**src/rtl/vme_mblt_pkg.sv**
```systemverilog
package vme_mblt_pkg;

    typedef enum logic [1:0] {
        ST_IDLE,
        ST_DECODE,
        ST_ACK,
        ST_WAIT_REL
    } hs_state_t;

    typedef enum logic {
        SEL_CSR,
        SEL_DATA
    } reg_sel_t;

    // command codes carried in the low byte of a CSR write
    localparam logic [7:0] CMD_CODE_ARM   = 8'h20;
    localparam logic [7:0] CMD_CODE_TRIG  = 8'h0A;
    localparam logic [7:0] CMD_CODE_CLEAR = 8'h0C;

    // accepted address modifiers: A32 data and A32 64-bit block, user/supervisor
    localparam logic [5:0] AM_A32_DATA_USR = 6'h09;
    localparam logic [5:0] AM_A32_DATA_SUP = 6'h0D;
    localparam logic [5:0] AM_A32_BLK_USR  = 6'h08;
    localparam logic [5:0] AM_A32_BLK_SUP  = 6'h0C;

    // CSR bit positions
    localparam int CSR_BIT_ARMED = 0;
    localparam int CSR_BIT_AVAIL = 1;
    localparam int CSR_BIT_FULL  = 2;

endpackage

```
**src/rtl/vme_sync.sv**
```systemverilog
module vme_sync #(
    parameter int           W       = 4,
    parameter int           STAGES  = 2,
    parameter logic [W-1:0] RST_VAL = '1
) (
    input  logic         clk,
    input  logic         rst_n,
    input  logic [W-1:0] d,
    output logic [W-1:0] q
);

    logic [W-1:0] chain [STAGES];

    always_ff @(posedge clk) begin
        if (!rst_n) begin
            for (int i = 0; i < STAGES; i++) begin
                chain[i] <= RST_VAL;
            end
        end else begin
            chain[0] <= d;
            for (int i = 1; i < STAGES; i++) begin
                chain[i] <= chain[i-1];
            end
        end
    end

    assign q = chain[STAGES-1];

endmodule

```
**src/rtl/vme_addr_decode.sv**
```systemverilog
module vme_addr_decode
    import vme_mblt_pkg::*;
#(
    parameter int                ADDR_W    = 32,
    parameter int                AM_W      = 6,
    parameter int                DEC_LSB   = 16,
    parameter logic [ADDR_W-1:0] BASE_ADDR = 32'h0800_0000
) (
    input  logic [ADDR_W-1:0] addr,
    input  logic [AM_W-1:0]   am,
    output logic              hit,
    output reg_sel_t          sel
);

    localparam logic [DEC_LSB-1:0] OFF_CSR  = DEC_LSB'(0);
    localparam logic [DEC_LSB-1:0] OFF_DATA = DEC_LSB'(8);

    logic am_ok;
    logic base_ok;
    logic off_ok;
    logic [DEC_LSB-1:0] offset;

    assign offset  = addr[DEC_LSB-1:0];
    assign base_ok = (addr[ADDR_W-1:DEC_LSB] == BASE_ADDR[ADDR_W-1:DEC_LSB]);
    assign off_ok  = (offset == OFF_CSR) || (offset == OFF_DATA);

    always_comb begin
        unique case (am)
            AM_A32_DATA_USR,
            AM_A32_DATA_SUP,
            AM_A32_BLK_USR,
            AM_A32_BLK_SUP: am_ok = 1'b1;
            default:        am_ok = 1'b0;
        endcase
    end

    assign hit = am_ok && base_ok && off_ok;
    assign sel = (offset == OFF_DATA) ? SEL_DATA : SEL_CSR;

endmodule

```
**src/rtl/vme_out_fifo.sv**
```systemverilog
module vme_out_fifo #(
    parameter int W     = 64,
    parameter int DEPTH = 16
) (
    input  logic                       clk,
    input  logic                       rst_n,
    input  logic                       flush,
    input  logic                       push,
    input  logic [W-1:0]               push_data,
    input  logic                       pop,
    output logic [W-1:0]               head,
    output logic                       empty,
    output logic                       full,
    output logic [$clog2(DEPTH+1)-1:0] count
);

    localparam int AW = (DEPTH > 1) ? $clog2(DEPTH) : 1;
    localparam int CW = $clog2(DEPTH + 1);
    localparam logic [AW-1:0] LAST = AW'(DEPTH - 1);
    localparam logic [CW-1:0] CMAX = CW'(DEPTH);

    logic [W-1:0]  mem [DEPTH];
    logic [AW-1:0] wr_ptr;
    logic [AW-1:0] rd_ptr;
    logic [CW-1:0] cnt;
    logic          do_push;
    logic          do_pop;

    assign empty   = (cnt == '0);
    assign full    = (cnt == CMAX);
    assign do_push = push && !full && !flush;
    assign do_pop  = pop && !empty && !flush;
    assign head    = mem[rd_ptr];
    assign count   = cnt;

    always_ff @(posedge clk) begin
        if (do_push) begin
            mem[wr_ptr] <= push_data;
        end
    end

    always_ff @(posedge clk) begin
        if (!rst_n || flush) begin
            wr_ptr <= '0;
            rd_ptr <= '0;
            cnt    <= '0;
        end else begin
            if (do_push) begin
                wr_ptr <= (wr_ptr == LAST) ? '0 : wr_ptr + 1'b1;
            end
            if (do_pop) begin
                rd_ptr <= (rd_ptr == LAST) ? '0 : rd_ptr + 1'b1;
            end
            unique case ({do_push, do_pop})
                2'b10:   cnt <= cnt + 1'b1;
                2'b01:   cnt <= cnt - 1'b1;
                default: cnt <= cnt;
            endcase
        end
    end

endmodule

```
**src/rtl/vme_mblt_slave.sv**
```systemverilog
module vme_mblt_slave
    import vme_mblt_pkg::*;
#(
    parameter int                ADDR_W      = 32,
    parameter int                DATA_W      = 64,
    parameter int                AM_W        = 6,
    parameter int                DEC_LSB     = 16,
    parameter logic [ADDR_W-1:0] BASE_ADDR   = 32'h0800_0000,
    parameter int                FIFO_DEPTH  = 16,
    parameter int                SYNC_STAGES = 2
) (
    input  logic              clk,
    input  logic              rst_n,
    input  logic [ADDR_W-1:0] vme_addr,
    input  logic [AM_W-1:0]   vme_am,
    input  logic              vme_as_n,
    input  logic              vme_ds0_n,
    input  logic              vme_ds1_n,
    input  logic              vme_write_n,
    input  logic [DATA_W-1:0] vme_data_in,
    output logic [DATA_W-1:0] vme_data_out,
    output logic              vme_data_oe,
    output logic              vme_dtack_n,
    input  logic              push_valid,
    input  logic [DATA_W-1:0] push_data,
    output logic              push_full,
    output logic              cmd_arm,
    output logic              cmd_trig,
    output logic              cmd_clear
);

    localparam int CW = $clog2(FIFO_DEPTH + 1);
    localparam logic [DATA_W-1:0] EMPTY_WORD = {(DATA_W/32){32'hDEAD_BEEF}};

    // strobe synchronisers
    logic [3:0] strobe_raw;
    logic [3:0] strobe_s;
    logic as_s_n, ds0_s_n, ds1_s_n, wr_s_n;

    assign strobe_raw = {vme_as_n, vme_ds0_n, vme_ds1_n, vme_write_n};

    vme_sync #(
        .W       (4),
        .STAGES  (SYNC_STAGES),
        .RST_VAL (4'hF)
    ) i_sync (
        .clk   (clk),
        .rst_n (rst_n),
        .d     (strobe_raw),
        .q     (strobe_s)
    );

    assign {as_s_n, ds0_s_n, ds1_s_n, wr_s_n} = strobe_s;

    logic as_act;
    logic as_act_q;
    logic ds_both;
    logic ds_any;

    assign as_act  = !as_s_n;
    assign ds_both = !ds0_s_n && !ds1_s_n;
    assign ds_any  = !ds0_s_n || !ds1_s_n;

    // address phase capture at the synchronised AS edge
    logic [ADDR_W-1:0] addr_q;
    logic [AM_W-1:0]   am_q;
    logic              wr_q;

    always_ff @(posedge clk) begin
        if (!rst_n) begin
            as_act_q <= 1'b0;
            addr_q   <= '0;
            am_q     <= '0;
            wr_q     <= 1'b0;
        end else begin
            as_act_q <= as_act;
            if (as_act && !as_act_q) begin
                addr_q <= vme_addr;
                am_q   <= vme_am;
                wr_q   <= !wr_s_n;
            end
        end
    end

    // decode
    logic     dec_hit;
    reg_sel_t dec_sel;

    vme_addr_decode #(
        .ADDR_W    (ADDR_W),
        .AM_W      (AM_W),
        .DEC_LSB   (DEC_LSB),
        .BASE_ADDR (BASE_ADDR)
    ) i_decode (
        .addr (addr_q),
        .am   (am_q),
        .hit  (dec_hit),
        .sel  (dec_sel)
    );

    // output FIFO
    logic              fifo_pop;
    logic              fifo_flush;
    logic [DATA_W-1:0] fifo_head;
    logic              fifo_empty;
    logic              fifo_full;
    logic [CW-1:0]     fifo_count;

    vme_out_fifo #(
        .W     (DATA_W),
        .DEPTH (FIFO_DEPTH)
    ) i_fifo (
        .clk       (clk),
        .rst_n     (rst_n),
        .flush     (fifo_flush),
        .push      (push_valid),
        .push_data (push_data),
        .pop       (fifo_pop),
        .head      (fifo_head),
        .empty     (fifo_empty),
        .full      (fifo_full),
        .count     (fifo_count)
    );

    assign push_full = fifo_full;

    // handshake state machine
    hs_state_t state_q;
    hs_state_t state_d;

    always_comb begin
        state_d = state_q;
        unique case (state_q)
            ST_IDLE:     if (as_act && ds_both) state_d = ST_DECODE;
            ST_DECODE:   state_d = dec_hit ? ST_ACK : ST_WAIT_REL;
            ST_ACK:      if (!ds_any) state_d = ST_IDLE;
            ST_WAIT_REL: if (!ds_any) state_d = ST_IDLE;
            default:     state_d = ST_IDLE;
        endcase
    end

    always_ff @(posedge clk) begin
        if (!rst_n) begin
            state_q <= ST_IDLE;
        end else begin
            state_q <= state_d;
        end
    end

    // access qualifiers in DECODE
    logic go_access;
    logic go_rd_data;
    logic go_rd_csr;
    logic go_wr_csr;
    logic armed_q;
    logic arm_d, trig_d, clear_d;
    logic [DATA_W-1:0] csr_word;

    assign go_access  = (state_q == ST_DECODE) && dec_hit;
    assign go_rd_data = go_access && !wr_q && (dec_sel == SEL_DATA);
    assign go_rd_csr  = go_access && !wr_q && (dec_sel == SEL_CSR);
    assign go_wr_csr  = go_access &&  wr_q && (dec_sel == SEL_CSR);

    always_comb begin
        arm_d   = 1'b0;
        trig_d  = 1'b0;
        clear_d = 1'b0;
        if (go_wr_csr) begin
            case (vme_data_in[7:0])
                CMD_CODE_ARM:   arm_d   = 1'b1;
                CMD_CODE_TRIG:  trig_d  = 1'b1;
                CMD_CODE_CLEAR: clear_d = 1'b1;
                default:        ;
            endcase
        end
    end

    always_comb begin
        csr_word = '0;
        csr_word[CSR_BIT_ARMED] = armed_q;
        csr_word[CSR_BIT_AVAIL] = !fifo_empty;
        csr_word[CSR_BIT_FULL]  = fifo_full;
    end

    assign fifo_pop   = go_rd_data && !fifo_empty;
    assign fifo_flush = clear_d;

    // registered outputs
    logic [DATA_W-1:0] rd_data_q;
    logic              dtack_n_q;
    logic              oe_q;
    logic              arm_q, trig_q, clear_q;

    always_ff @(posedge clk) begin
        if (!rst_n) begin
            dtack_n_q <= 1'b1;
            oe_q      <= 1'b0;
            rd_data_q <= '0;
            arm_q     <= 1'b0;
            trig_q    <= 1'b0;
            clear_q   <= 1'b0;
            armed_q   <= 1'b0;
        end else begin
            dtack_n_q <= (state_d != ST_ACK);
            oe_q      <= (state_d == ST_ACK) && !wr_q;
            arm_q     <= arm_d;
            trig_q    <= trig_d;
            clear_q   <= clear_d;
            if (clear_d) begin
                armed_q <= 1'b0;
            end else if (arm_d) begin
                armed_q <= 1'b1;
            end
            if (go_rd_csr) begin
                rd_data_q <= csr_word;
            end else if (go_rd_data) begin
                rd_data_q <= fifo_empty ? EMPTY_WORD : fifo_head;
            end
        end
    end

    assign vme_dtack_n  = dtack_n_q;
    assign vme_data_oe  = oe_q;
    assign vme_data_out = rd_data_q;
    assign cmd_arm      = arm_q;
    assign cmd_trig     = trig_q;
    assign cmd_clear    = clear_q;

endmodule

```
**config.mk**
```make
export PLATFORM = sky130hd
export DESIGN_NAME = vme_mblt_slave
export DESIGN_NICKNAME = d
export VERILOG_FILES = /design/src/rtl/vme_mblt_pkg.sv /design/src/rtl/vme_sync.sv /design/src/rtl/vme_addr_decode.sv /design/src/rtl/vme_out_fifo.sv /design/src/rtl/vme_mblt_slave.sv
export SDC_FILE = /design/constraint.sdc
export NUM_CORES = 1
export LEC_CHECK = 0
export BUFFER_PORTS_ARGS = -buffer_cell sky130_fd_sc_hd__buf_2
export CORE_ASPECT_RATIO = 1.1
export CORE_MARGIN = 5
export CORE_UTILIZATION = 50
export DETAILED_ROUTE_END_ITERATION = 8
export PLACE_DENSITY = 0.67
export SLEW_MARGIN = 15
export SYNTH_ARGS = -nofsm -noshare
export SYNTH_HDL_FRONTEND = slang
export SYNTH_SLANG_ARGS = --single-unit
export TNS_END_PERCENT = 20
```
**constraint.sdc**
```tcl
create_clock -name clk -period 7.9 [get_ports clk]
set_input_delay 0.79 -clock clk [delete_from_list [all_inputs] [get_ports clk]]
set_output_delay 0.79 -clock clk [all_outputs]
set_load 0.005 [all_outputs]
```
# Word-level counts from Yosys, hierarchy flattened
# Memory sizes are Yosys's and may differ from the RTL's. A register that Yosys moved wholly into a read port is not among the register bits.
# Index checks and enable logic that the tools add are counted.
dict set report word_totals {
  regBits 125
  ram_bits 1032
  out_inout_bits 70
  memories 2
}
# memory words word_bits read_ports rd_clocked_by_memory_dff wr line
set memory_table {}
lappend memory_table {i_fifo.mem 16 64 1 1 1 vme_out_fifo.sv:22} ;# logic [W-1:0] mem [DEPTH];
lappend memory_table {i_sync.chain 2 4 2 0 2 vme_sync.sv:12} ;# logic [W-1:0] chain [STAGES];
dict set report classes {
  add_sub_neg 4
  n_eq_ne 19
  mux 25
  bitwise 4
  reduce_logical 40
}
# cell count
set ops {}
lappend ops {{64-bit two-way mux} 1}
lappend ops {{6-bit by 4-bit == test with 1-bit output, second input constant} 4}
lappend ops {{4-bit two-way mux} 6}
lappend ops {{1-bit logical AND} 17}
lappend ops {{16-bit by 12-bit == test with 1-bit output, second input constant} 1}
lappend ops {{16-bit by 4-bit == test with 1-bit output, second input constant} 1}
lappend ops {{8-bit by 4-bit == test with 1-bit output, second input constant} 2}
lappend ops {{16-bit zero test} 1}
lappend ops {{1-bit two-way mux} 12}
lappend ops {{1-bit zero test} 10}
lappend ops {{5-bit case mux with 2 select lines} 1}
lappend ops {{4-bit by 1-bit adder with 4-bit output, second input constant} 2}
lappend ops {{2-bit == test, second input constant} 4}
lappend ops {{4-bit == test, second input constant} 2}
lappend ops {{8-bit by 6-bit == test with 1-bit output, second input constant} 1}
lappend ops {{3-bit two-way mux} 2}
lappend ops {{2-bit case mux with 3 select lines} 1}
lappend ops {{2-bit OR reduction} 3}
lappend ops {{5-bit by 1-bit adder with 5-bit output, second input constant} 1}
lappend ops {{5-bit == test, second input constant} 1}
lappend ops {{5-bit zero test} 1}
lappend ops {{5-bit by 1-bit subtractor with 5-bit output, second input constant} 1}
lappend ops {{2-bit by 1-bit == test with 1-bit output, second input constant} 2}
lappend ops {{2-bit two-way mux} 2}
lappend ops {{other kinds (8)} 13}

# Logic depth before layout (Yosys ltp)
# Gate-level depths: netlist (run 1).
dict set report depth {
  ltp_word 13
  ltp_mapped 15
}

# By module
# From an unflattened synthesis (run 1), not the netlist that was laid out.
dict set report hier_totals {
  cells_unflattened 2123
  area_unflattened_um2 43724.4
}
# module instances cells_per_inst area_each_um2 seq_area_each_um2
set modules_own_cells {}
lappend modules_own_cells {vme_out_fifo 1 1686 39280.2 31089.8}
lappend modules_own_cells {vme_mblt_slave 1 402 4092.7 2242.2}
lappend modules_own_cells {vme_sync 1 20 240.2 160.2}
lappend modules_own_cells {vme_addr_decode 1 15 111.4 0.0}

# Worst setup path after synthesis (run 1)
# Ideal clock, no wire load.
dict set report synth_path {
  path_kind {input -> register}
  start {input push_valid}
  end {memory i_fifo.mem[10][0], enable pin}
  setup_time_ns 0.565
  arrival_ns 5.914
  path_slack_ns 1.421
  path_stages 4
  cell_sequence {a21boi_1 o21ai_1 buf_2 nor3_1}
}
dict set report synth_via {
  elab_chain_cells 4
}
# element line
set synth_rtl {}
lappend synth_rtl {{start: declaration} vme_mblt_slave.sv:24} ;# input logic push_valid,
lappend synth_rtl {{1-bit logical AND (2 in a row)} vme_out_fifo.sv:31} ;# assign do_push = push && !full && !flush;
lappend synth_rtl {{1-bit two-way mux} vme_out_fifo.sv:37} ;# if (do_push) begin
lappend synth_rtl {{1-bit two-way mux (not written as such)} vme_out_fifo.sv:38} ;# mem[wr_ptr] <= push_data;
lappend synth_rtl {{end: declaration} vme_out_fifo.sv:22}
# No other way between the ends.

# Final worst setup path (run 1)
dict set report layout_path {
  start {register am_q[3]}
  end {memory i_fifo.mem[12][6], enable pin}
}
dict set report layout_via {
  elab_chain_cells 13
}
# element line
set layout_rtl {}
lappend layout_rtl {{start: declaration} vme_mblt_slave.sv:66} ;# logic [AM_W-1:0] am_q;
lappend layout_rtl {{start signal: assignment} vme_mblt_slave.sv:79} ;# am_q <= vme_am;
lappend layout_rtl {{6-bit by 4-bit == test with 1-bit output} vme_addr_decode.sv:28} ;# unique case (am)
lappend layout_rtl {{4-bit OR reduction *} vme_addr_decode.sv:28}
lappend layout_rtl {{1-bit two-way mux *} vme_addr_decode.sv:28}
lappend layout_rtl {{1-bit logical AND * (2 in a row)} vme_addr_decode.sv:37} ;# assign hit = am_ok && base_ok && off_ok;
lappend layout_rtl {{1-bit logical AND *} vme_mblt_slave.sv:159} ;# assign go_access = (state_q == ST_DECODE) && dec_hit;
lappend layout_rtl {{1-bit logical AND * (2 in a row)} vme_mblt_slave.sv:162} ;# assign go_wr_csr = go_access && wr_q && (dec_sel == SEL_CSR);
lappend layout_rtl {{1-bit two-way mux *} vme_mblt_slave.sv:168} ;# if (go_wr_csr) begin
lappend layout_rtl {{1-bit zero test *} vme_out_fifo.sv:31}
lappend layout_rtl {{1-bit logical AND *} vme_out_fifo.sv:31}
lappend layout_rtl {{1-bit two-way mux *} vme_out_fifo.sv:37}
lappend layout_rtl {{1-bit two-way mux (not written as such) *} vme_out_fifo.sv:38}
# Every way passes the cells marked *; elsewhere a longest branch is shown, timed or not.

==> results of run 1 <==
## cells by family after synthesis
kind of cell | Yosys count | synth area share [%]
compound gates | 307 | 5.186
xor+xnor | 7 | 0.1413
fa+ha+maj | 8 | 0.2307
buf+inv | 141 | 1.338
flops | 1159 | 77.11
mux | 260 | 13.38
simple gates | 232 | 2.610
## flip-flops by register name, indices dropped and copies added, names as in the netlist, 4 cells and up, named ones only
name	flops
addr_q	32
am_q	4
i_fifo.count	5
i_fifo.mem	1024
i_fifo.rd_ptr	4
i_fifo.wr_ptr	4
i_sync.chain	8
vme_data_out	64
## cell usage in the layout, fill, tap and decap left out, types with 4 or more instances in the layout
cell type   count
a211oi_1        4
a21oi_1        55
a22o_1         16
a22oi_1        49
buf_2         184
buf_4          52
bufinv_16      17
clkbuf_1       28
clkbuf_16     115
clkbuf_8        4
clkinv_1       19
clkinv_2       18
clkinvlp_4      4
dfxtp_1       132
diode_2         8
edfxtp_1     1024
ha_1            8
inv_1           5
mux2i_1         4
mux4_2        256
nand2_1        94
nand2b_1       12
nand3_1        13
nor2_1         39
nor2_4          9
nor2b_1         8
nor3_1          9
nor3_2          9
o211ai_1       46
o21ai_0         6
o221ai_1       45
o22a_1         45
o22ai_1        28
or2_2           4
or3_1           4
or4_1           7
xor2_1          4
## layout make-up
cell class / instances / area share, %
clock buffer: 147 / 6.123
tap: 1150 / 2.900
timing repair buffer: 238 / 2.724
multi-input combinational: 814 / 19.10
antenna: 8 / 0.04035
sequential: 1159 / 67.45
inverter: 6 / 0.04539
clock inverter: 65 / 1.624
## routing by layer
layer  track usage [%]  vias to the layer above
met2             35.72                      945
met5                 0                        -
met1             30.15                    11590
li1                  -                     9299
met3             4.872                      163
met4             5.877                       10
## power groups by stage
stage | clock (W) | sequential, W | combinational [W]
after floorplan | 0 | 0.00687 | 0.000107
after global placement | 0 | 0.00687 | 0.000243
after detailed placement | 0 | 0.00687 | 0.000257
after CTS | 0.00562 | 0.00674 | 0.000258
after global routing | 0.00589 | 0.00674 | 0.000279
final | 0.00552 | 0.00674 | 0.000255
## per-stage QoR
stage	area, µm²	std cells	util [%]
6_report	49610	3587	57.53
2_1_floorplan	43380	2114	-
5_1_grt	49600	3581	57.51
3_3_place_gp	45750	3367	53.04
3_5_place_dp	45750	3367	53.04
4_1_cts	49590	3579	57.50
## worst paths after layout
path	from	end	slack, ns	cells past startpoint
min	vme_as_n	i_sync.chain[0][3]$_SDFF_PN1_	0.32	2
max	am_q[3]$_SDFFE_PN0P_	i_fifo.mem[12][6]$_DFFE_PP_	4.11	8
max reg2reg	am_q[3]$_SDFFE_PN0P_	i_fifo.mem[12][6]$_DFFE_PP_	4.11	8
min reg2reg	i_sync.chain[0][3]$_SDFF_PN1_	i_sync.chain[0][7]$_SDFF_PN1_	0.41	1
## critical path, cell delays in order, from the launching register on
cell,delay [ns]
dfxtp_1,0.31
nor4b_1,0.14
and3_1,0.24
nand4_4,0.12
buf_4,0.77
nor2_1,0.34
nor3_2,0.31
buf_4,0.54
buf_4,0.61
==> impl_metrics.ini, run 1 <==
[place]
place.gp.congestion = 0.7560
portBuffers = 184
pre_cts_slack_ns = 3.990
dpl.hpwl_um = 52460

[timing]
clock.fmax_mhz = 263.8
slew_headroom_pct = 27.97
finalClockSkew_ns = 0.01942
tns_ns = 0
holdWs_ns = 0.3179
setup_viol = 0
period_share_pct = 47.99
finalCriticalPeriod_ns = 3.791
final_max_slew_viol_count = 0
fin_ws_ns = 4.109
finalHoldViolCount = 0
worstMarginPinSlew_ns = 1.080
rsz0062_at_grt = false

[logic_synthesis]
syn_area_per_cell_um2 = 20.52
synth_area_leaders = edfxtp_1, mux4_2, dfxtp_1, o221ai_1, o22a_1
synth_commonest_cells = edfxtp_1, mux4_2, dfxtp_1
synth_largest_type_area_fraction_pct = 70.88
synthesis.nets = 2295
ys_seq_area_share_pct = 77.11
yosys_warnings = 0
postSynthCellCount = 2114
synth_top_flop_cell = edfxtp_1
synth_top_area_cell = edfxtp_1
ys_types = 50
synth_edf_count = 1024
ys_async_sr_fraction_pct = 0
yosysMostFrequentCell = edfxtp_1
syn_area_um2 = 43380
synth_seq_cells = 1159

[clocking]
clkSinkCount = 1159
ctsRootBufferMaster = clkbuf_16
clk_latency_ns = 0.68
post-cts-setup-buffers = 0
cts.path.max_buffers = 3
ctsResizeCount = 0
clk_pin_slew_ns = 0.06
htreeDepth = 3
cts_tree = yes
numCtsBuffers = 112
ctsHoldBuffers = 0

[route]
wirelength_um = 101900
drc_errors = 0
highest_layer = met5
antenna_left = 0
avgRoutedWirePerCell_um = 28.39
viasPerCell = 6.135
met1_length_um = 40770
first_pass_iters = 6
vias = 22010
route.met2.wl_um = 50150
wl_met3_um = 8530
drt_iter0_markers = 2261

[pwr]
switchingPower_w = 0.002444
p_int_w = 0.01007
ir_worst_vdd_mv = 0.2017
clockPowerShare_pct = 44.1
p_comb_share_pct = 2.0
power.density_nw_per_um2 = 252.3
seq_power_share_pct = 53.9
swShare_pct = 19.53
total_power_w = 0.01252
power_leakage_nw = 15.63

[finish]
multi_input_area_um2 = 9474
area_growth_pct = 14.37
drive_above_1_share_pct = 28.65
regArea_um2 = 33460
nets = 2512
num-fill-cells = 6385

[critical_path]
cp_data_required_time_ns = 8.21
worstPathArrival_ns = 4.10
crit_path_start_kind = flop
end_kind = flop
crit_type = flop to flop
cp_max_fo = 61

[floorplan]
dieArea_um2 = 92760
die_y_um = 318.9
ios = 243
chipWidth_um = 290.9
start_util_pct = 50.30
rows = 113
design.core.area_um2 = 86250

[global_route]
grt_use_total_pct = 21.79
grt_max_degree = 117
grt_pass1_wl_um = 150800
overflow = 0
grt_pass1_vias = 22740
antenna_found_initial = 18

[run_status]
outcome = completed

[worst_hold_path]
hp-class = input port to flop

[flow_run]
max_cap_violations = 0
Note: power is estimated with default switching activity, not from simulation.
==> run 2: changes to the inputs <==
- clock period: 7.9 -> 3.9 ns (I/O delays scaled with it)
==> run 2 against run 1 <==
First-iteration DRC count shrank 17%. Clock power grew 92%. Count of clock-buffer cells in the layout grew 23. Highest routed layer unchanged. Register-to-register slack lost 3.8 ns.
==> impl_metrics.ini, run 2 (synthesis results as in run 1) <==
[route]
viasPerCell = 6.106
avgRoutedWirePerCell_um = 27.72
drt_iter0_markers = 1879
wirelength_um = 101100
first_pass_iters = 6
antenna_left = 0
vias = 22260
drc_errors = 0

[critical_path]
worstSetupStartpoint = addr_q[4]$_SDFFE_PN0P_
path_delay_family = simple AND/OR/NAND/NOR gates
reg2reg_from = addr_q[4]$_SDFFE_PN0P_
crit_type = flop to flop
cp_max_fo = 8
end_kind = flop
worst_path_most_repeated_cell = a21oi_1
crit_path_start_kind = flop
reg2reg_depth = 12
path_cells = or4_1 -> nor4_4 -> nand2_1 -> nor3_1 -> ha_1 -> xor2_1 -> ha_1 -> a21oi_1 -> a32o_1 -> a21oi_1 -> or3_1 -> a21oi_1
path_depth = 12
rrSetupSlack_ns = 0.33
worst-path-buf-inv = 0
max_stage_delay_ns = 0.57
slowest_stage = or4_1
cp_data_required_time_ns = 4.52
worstPathArrival_ns = 4.20

[timing]
setup_viol = 0
rsz0062_at_grt = false
final_max_slew_viol_count = 0
holdWs_ns = 0.06772
finalHoldViolCount = 0
finalClockSkew_ns = 0.02992
slew_headroom_pct = 17.84
finalCriticalPeriod_ns = 3.572
worstMarginPinSlew_ns = 1.232
clock.fmax_mhz = 280.0
period_share_pct = 91.58

[worst_hold_path]
hold_start = push_data[38]
hp-class = input port to flop
min_path_cells = 1

[finish]
top_register = i_fifo.mem
nets = 2572
finalNonFillerCells = 3645
final_common_cell = edfxtp_1
area_growth_pct = 15.62
drive_above_1_share_pct = 28.51
largest_reg_flops = 1024
final_cell_mix = edfxtp_1, mux4_2, buf_2, dfxtp_1, clkbuf_16

[place]
place.gp.congestion = 0.7333
dp_cells = 3386
dpl.hpwl_um = 54890
portBuffers = 184

[clocking]
htreeDepth = 3
cts_tree = yes
clkSinkCount = 1159
cts.path.max_buffers = 3
ctsResizeCount = 0
clk_pin_slew_ns = 0.06
clk_latency_ns = 0.69
ctsRootBufferMaster = clkbuf_16
post-cts-setup-buffers = 0
numCtsBuffers = 111
ctsHoldBuffers = 42

[floorplan]
design.core.area_um2 = 86250
start_util_pct = 50.30
rows = 113
dieArea_um2 = 92760
die_y_um = 318.9
ios = 243
chipWidth_um = 290.9

[global_route]
grt_pass1_wl_um = 151000
antenna_found_initial = 18
grt_max_degree = 75
overflow = 0
grt_pass1_vias = 22960
grt_use_total_pct = 21.66

[pwr]
seq_power_share_pct = 55.1
ir_worst_vdd_mv = 0.4016
p_comb_share_pct = 2.2
p_int_w = 0.01989
power_leakage_nw = 15.81
clockPowerShare_pct = 42.6
switchingPower_w = 0.004891
swShare_pct = 19.74
power.density_nw_per_um2 = 494.0

[flow_run]
max_cap_violations = 0

[run_status]
outcome = completed
-- run 2: metrics by stage --
step / util (%) / total power, W / setup WS, ns / cell area (µm²) / setup TNS [ns]
2_1_floorplan: - / 0.01414 / -0.7085 / 43440 / -488.63
3_3_place_gp: 53.44 / 0.01441 / 0.4739 / 46090 / 0
3_5_place_dp: 53.44 / 0.01445 / 0.3440 / 46090 / 0
4_1_cts: 58.14 / 0.02499 / 0.3393 / 50150 / 0
5_1_grt: 58.15 / 0.02559 / 0.06419 / 50150 / 0
6_report: 58.16 / 0.02478 / 0.3284 / 50160 / 0
-- run 2: final timing paths --
check / endpoint
setup / recovery: i_fifo.count[4]$_SDFFE_PP0P_
hold / removal: i_fifo.mem[14][38]$_DFFE_PP_
setup reg to reg: i_fifo.count[4]$_SDFFE_PP0P_
hold reg to reg: wr_q$_SDFFE_PN0P_
-- run 2: metal layers --
layer	up-vias	global-route usage (%)	share of wire (%)
met5	-	0	0.079
met4	12	5.401	2.1
met3	160	4.510	7.9
met2	910	36.40	50
met1	11760	29.57	40
li1	9417	-	-
-- run 2: power by group through the flow --
stage | Combinational [W] | Sequential, W | Clock (W)
global placement | 0.000499 | 0.0139 | 0
finish | 0.000557 | 0.0137 | 0.0106
detailed placement | 0.000526 | 0.0139 | 0
CTS | 0.000561 | 0.0137 | 0.0108
global route | 0.000605 | 0.0137 | 0.0113
floorplan | 0.000217 | 0.0139 | 0
-- run 2: area by class of cell --
type | count | area, µm²
inverter | 6 | 22.52
clock buffer | 170 | 3212
clock inverter | 42 | 424.2
timing repair buffer | 299 | 2064
antenna | 5 | 12.51
tap | 1150 | 1439
sequential | 1159 | 33460
fill | 6270 | 36090
multi-input combinational | 814 | 9520
